### src/rtl/pat_det_pkg.sv
package pat_det_pkg;

    localparam int MOORE_SW = 3;
    localparam int MEALY_SW = 2;

    typedef enum logic [MOORE_SW-1:0] {
        MR_NONE  = 3'd0,
        MR_ONE   = 3'd1,
        MR_TWO   = 3'd2,
        MR_THREE = 3'd3,
        MR_FULL  = 3'd4
    } moore_st_t;

    typedef enum logic [MEALY_SW-1:0] {
        ML_NONE  = 2'd0,
        ML_ONE   = 2'd1,
        ML_TWO   = 2'd2,
        ML_THREE = 2'd3
    } mealy_st_t;

endpackage

### src/rtl/pd_moore_fsm.sv
module pd_moore_fsm
    import pat_det_pkg::*;
(
    input  logic clk,
    input  logic rst,
    input  logic bit_in,
    output logic hit
);

    moore_st_t cur_st;
    moore_st_t nxt_st;

    // state register
    always_ff @(posedge clk) begin
        if (rst) begin
            cur_st <= MR_NONE;
        end else begin
            cur_st <= nxt_st;
        end
    end

    // next-state logic
    always_comb begin
        nxt_st = MR_NONE;
        unique case (cur_st)
            MR_NONE:  nxt_st = bit_in ? MR_ONE   : MR_NONE;
            MR_ONE:   nxt_st = bit_in ? MR_ONE   : MR_TWO;
            MR_TWO:   nxt_st = bit_in ? MR_THREE : MR_NONE;
            MR_THREE: nxt_st = bit_in ? MR_ONE   : MR_FULL;
            MR_FULL:  nxt_st = bit_in ? MR_THREE : MR_NONE;
            default:  nxt_st = MR_NONE;
        endcase
    end

    // output logic: a function of state only
    always_comb begin
        hit = 1'b0;
        unique case (cur_st)
            MR_FULL: hit = 1'b1;
            default: hit = 1'b0;
        endcase
    end

endmodule

### src/rtl/pd_mealy_fsm.sv
module pd_mealy_fsm
    import pat_det_pkg::*;
(
    input  logic clk,
    input  logic rst,
    input  logic bit_in,
    output logic hit
);

    mealy_st_t cur_st;
    mealy_st_t nxt_st;

    // state register
    always_ff @(posedge clk) begin
        if (rst) begin
            cur_st <= ML_NONE;
        end else begin
            cur_st <= nxt_st;
        end
    end

    // next-state logic
    always_comb begin
        nxt_st = ML_NONE;
        unique case (cur_st)
            ML_NONE:  nxt_st = bit_in ? ML_ONE   : ML_NONE;
            ML_ONE:   nxt_st = bit_in ? ML_ONE   : ML_TWO;
            ML_TWO:   nxt_st = bit_in ? ML_THREE : ML_NONE;
            ML_THREE: nxt_st = bit_in ? ML_ONE   : ML_TWO;
            default:  nxt_st = ML_NONE;
        endcase
    end

    // output logic: depends on state and the present input; held low in reset
    always_comb begin
        hit = 1'b0;
        unique case (cur_st)
            ML_THREE: hit = !bit_in && !rst;
            default:  hit = 1'b0;
        endcase
    end

endmodule

### src/rtl/pat1010_detector.sv
module pat1010_detector (
    input  logic clk,
    input  logic rst,
    input  logic x_in,
    output logic moore_hit,
    output logic mealy_hit
);

    pd_moore_fsm u_moore (
        .clk    (clk),
        .rst    (rst),
        .bit_in (x_in),
        .hit    (moore_hit)
    );

    pd_mealy_fsm u_mealy (
        .clk    (clk),
        .rst    (rst),
        .bit_in (x_in),
        .hit    (mealy_hit)
    );

endmodule

### config.mk
export PLATFORM = sky130hd
export DESIGN_NAME = pat1010_detector
export DESIGN_NICKNAME = d
export VERILOG_FILES = /design/src/rtl/pat_det_pkg.sv /design/src/rtl/pd_moore_fsm.sv /design/src/rtl/pd_mealy_fsm.sv /design/src/rtl/pat1010_detector.sv
export SDC_FILE = /design/constraint.sdc
export NUM_CORES = 1
export LEC_CHECK = 0
export BUFFER_PORTS_ARGS = -buffer_cell sky130_fd_sc_hd__buf_2
export CAP_MARGIN = 5
export CORE_AREA = 2 2 39 41
export DETAILED_ROUTE_END_ITERATION = 6
export DIE_AREA = 0 0 41 43
export GPL_ROUTABILITY_DRIVEN = 1
export PLACE_DENSITY_LB_ADDON = 0.2
export SLEW_MARGIN = 20
export SYNTH_ARGS = -nofsm -noshare
export SYNTH_HDL_FRONTEND = slang
export SYNTH_SLANG_ARGS = --single-unit
### constraint.sdc
create_clock -name clk -period 1.7 [get_ports clk]
set_input_delay 0.085 -clock clk [delete_from_list [all_inputs] [get_ports clk]]
set_output_delay 0.085 -clock clk [all_outputs]
set_load 0.02 [all_outputs]
==> results.cfg <==
[hold_path]
min_from = rst
hp-class = in2reg

[clock_network]
cts_max_path_buffers = 2
cts_resized = 0
cts_tree = done
hold_buffers = 0
cts_htree_levels = 1
cts.sinks = 5
postCtsSetupBuffers = 0
clk_pin_slew_worst_paths_ns = 0.05
root_buffer = clkbuf_4
clk_latency_ns = 0.25
numCtsBuffers = 3

[cells_and_area]
multi_input_area_um2 = 100
syn_to_final_growth_pct = 33.1
n_antenna_cell = 0
n_fill_cell = 164
seq_area_um2 = 100
fin_cells = 43
layout-drive-gt1-share_pct = 29.6
final_common_cell = dfxtp_1
nets = 31
final_cell_mix = dfxtp_1, buf_2, clkbuf_4

[logic_synthesis]
yosysUniqueCellTypes = 15
ys_ff_latch = 5
yosysMostFrequentCell = dfxtp_1
postSynthAreaPerCell_um2 = 10.5
synth_top_area_share_pct = 50.0
synth_area_leader_cell = dfxtp_1
synth_enable_flop_cells = 0
yosys-top-cells-area = dfxtp_1, and4b_1, or4b_1
synth-main-ff-cell = dfxtp_1
ys_seq_area_share_pct = 50.0
synth_cells = 19
syn_nets = 22
ys_warn_count = 0
syn_area_um2 = 200
synth-async-reset-ratio_pct = 0

[pwr]
power_density_nw_per_um2 = 1040
finalPower_w = 0.000278
vdd_drop_max_uv = 380
total_leakage_power_nw = 0.108

[sta]
max_slew_margin_pct = 88.9
skew_ns = 0.00842
fmax_ghz = 0.924
fin_setup_tns_ns = 0
setup_viol = 0
slew_violations = 0
fin_crit_ns = 1.08
period_share_pct = 63.7
hold_viol = 0
rsz0062_at_grt = false
tightest_slew_ns = 0.166

[global_routing]
grt_pass1_wl_um = 662
grt_overflow = 0
antenna_found_initial = 0
grt_pass1_vias = 168
track_usage_pct = 6.33
grt_start_max_net_pins = 7

[drt]
route.detailed.drc = 0
drtAntennaViolNets = 0
totalWireLength_um = 383
wl_met2_um = 194
vias = 159
drtIter0Drc = 1
avgRoutedWirePerCell_um = 8.91
dr.pass1.iters = 2
route.met3.wl_um = 13
route.top_layer_used = met3
met1_length_um = 175
avgViaCountPerCell = 3.70

[floorplanning]
die_x_um = 41
std_cell_rows = 14
dieArea_um2 = 1760
fp.coreArea_um2 = 1380
io_pins = 5
start_util_pct = 14.5
die_h_um = 43

[critical_path]
critPathKind = reg2out
critical-path-top-delay-family = flip-flops
startpoint_type = flop
cp_slowest_cell = dfxtp_1
cp_cell_sequence = nor3b_1, buf_2
slowest_delay_ns = 0.38
crit-reg2reg-launch = u_moore.cur_st[1]
critPathRequiredTime_ns = 1.62
end_kind = output pin
cp_max_fo = 5
critical_path_buf_inv_count = 1
setup.worst_path.start = u_moore.cur_st[2]
arrival_ns = 1.00

[flow_run]
drv_cap = 0

[outcome]
outcome = finished, final reports clean

[place]
globalplace.congestion = 0.671
io_buffers = 4
dp.cells = 39
place_hpwl_um = 286
==> per-layer routing <==
layer / vias up / global-route usage, %
met2: 1 / 8.13
met1: 74 / 6.13
li1: 84 / -
met3: 0 / 6.28
met5: - / 0
met4: 0 / 4.00
==> flip-flops by register name, summed over array words and instances (netlist names) <==
register        count
u_moore.cur_st      3
u_mealy.cur_st      2
==> worst paths after layout <==
kind | slack (ns) | endpoint | cells after the start
min reg2reg | 0.48 | u_mealy.cur_st[1] | 2
max reg2reg | 0.64 | u_moore.cur_st[1] | 2
min | 0.06 | u_mealy.cur_st[1] | 2
max | 0.62 | moore_hit | 2
==> where the power goes <==
part	switching, W	total [W]	internal [W]
clock	0.0000494	0.000138	0.0000888
sequential	0.00000351	0.000126	0.000122
combinational	0.00000628	0.0000139	0.00000757
total	0.0000592	0.000278	0.000218
==> kinds of logic after synthesis <==
logic type	synth area share, %
flops	50.0
simple gates	37.5
xor+xnor	4.38
compound gates	8.12
==> stage by stage <==
step	cell area (µm²)	worst slack [ns]	utilization, %	hold slack (ns)
2_1_floorplan	200	0.689	-	0.154
3_3_place_gp	240	0.659	17.4	0.320
3_5_place_dp	240	0.638	17.4	0.320
4_1_cts	267	0.589	19.3	0.0584
5_1_grt	267	0.504	19.3	0.0699
6_report	267	0.618	19.3	0.0609
==> final cells by class <==
| cell class | instances | share of cell area [%] |
|---|---|---|
| timing repair buffer | 4 | 7.51 |
| multi-input combinational | 14 | 37.6 |
| tap | 16 | 7.51 |
| sequential | 5 | 37.6 |
| clock buffer | 4 | 9.86 |
Power figures use the tool's default switching activity.
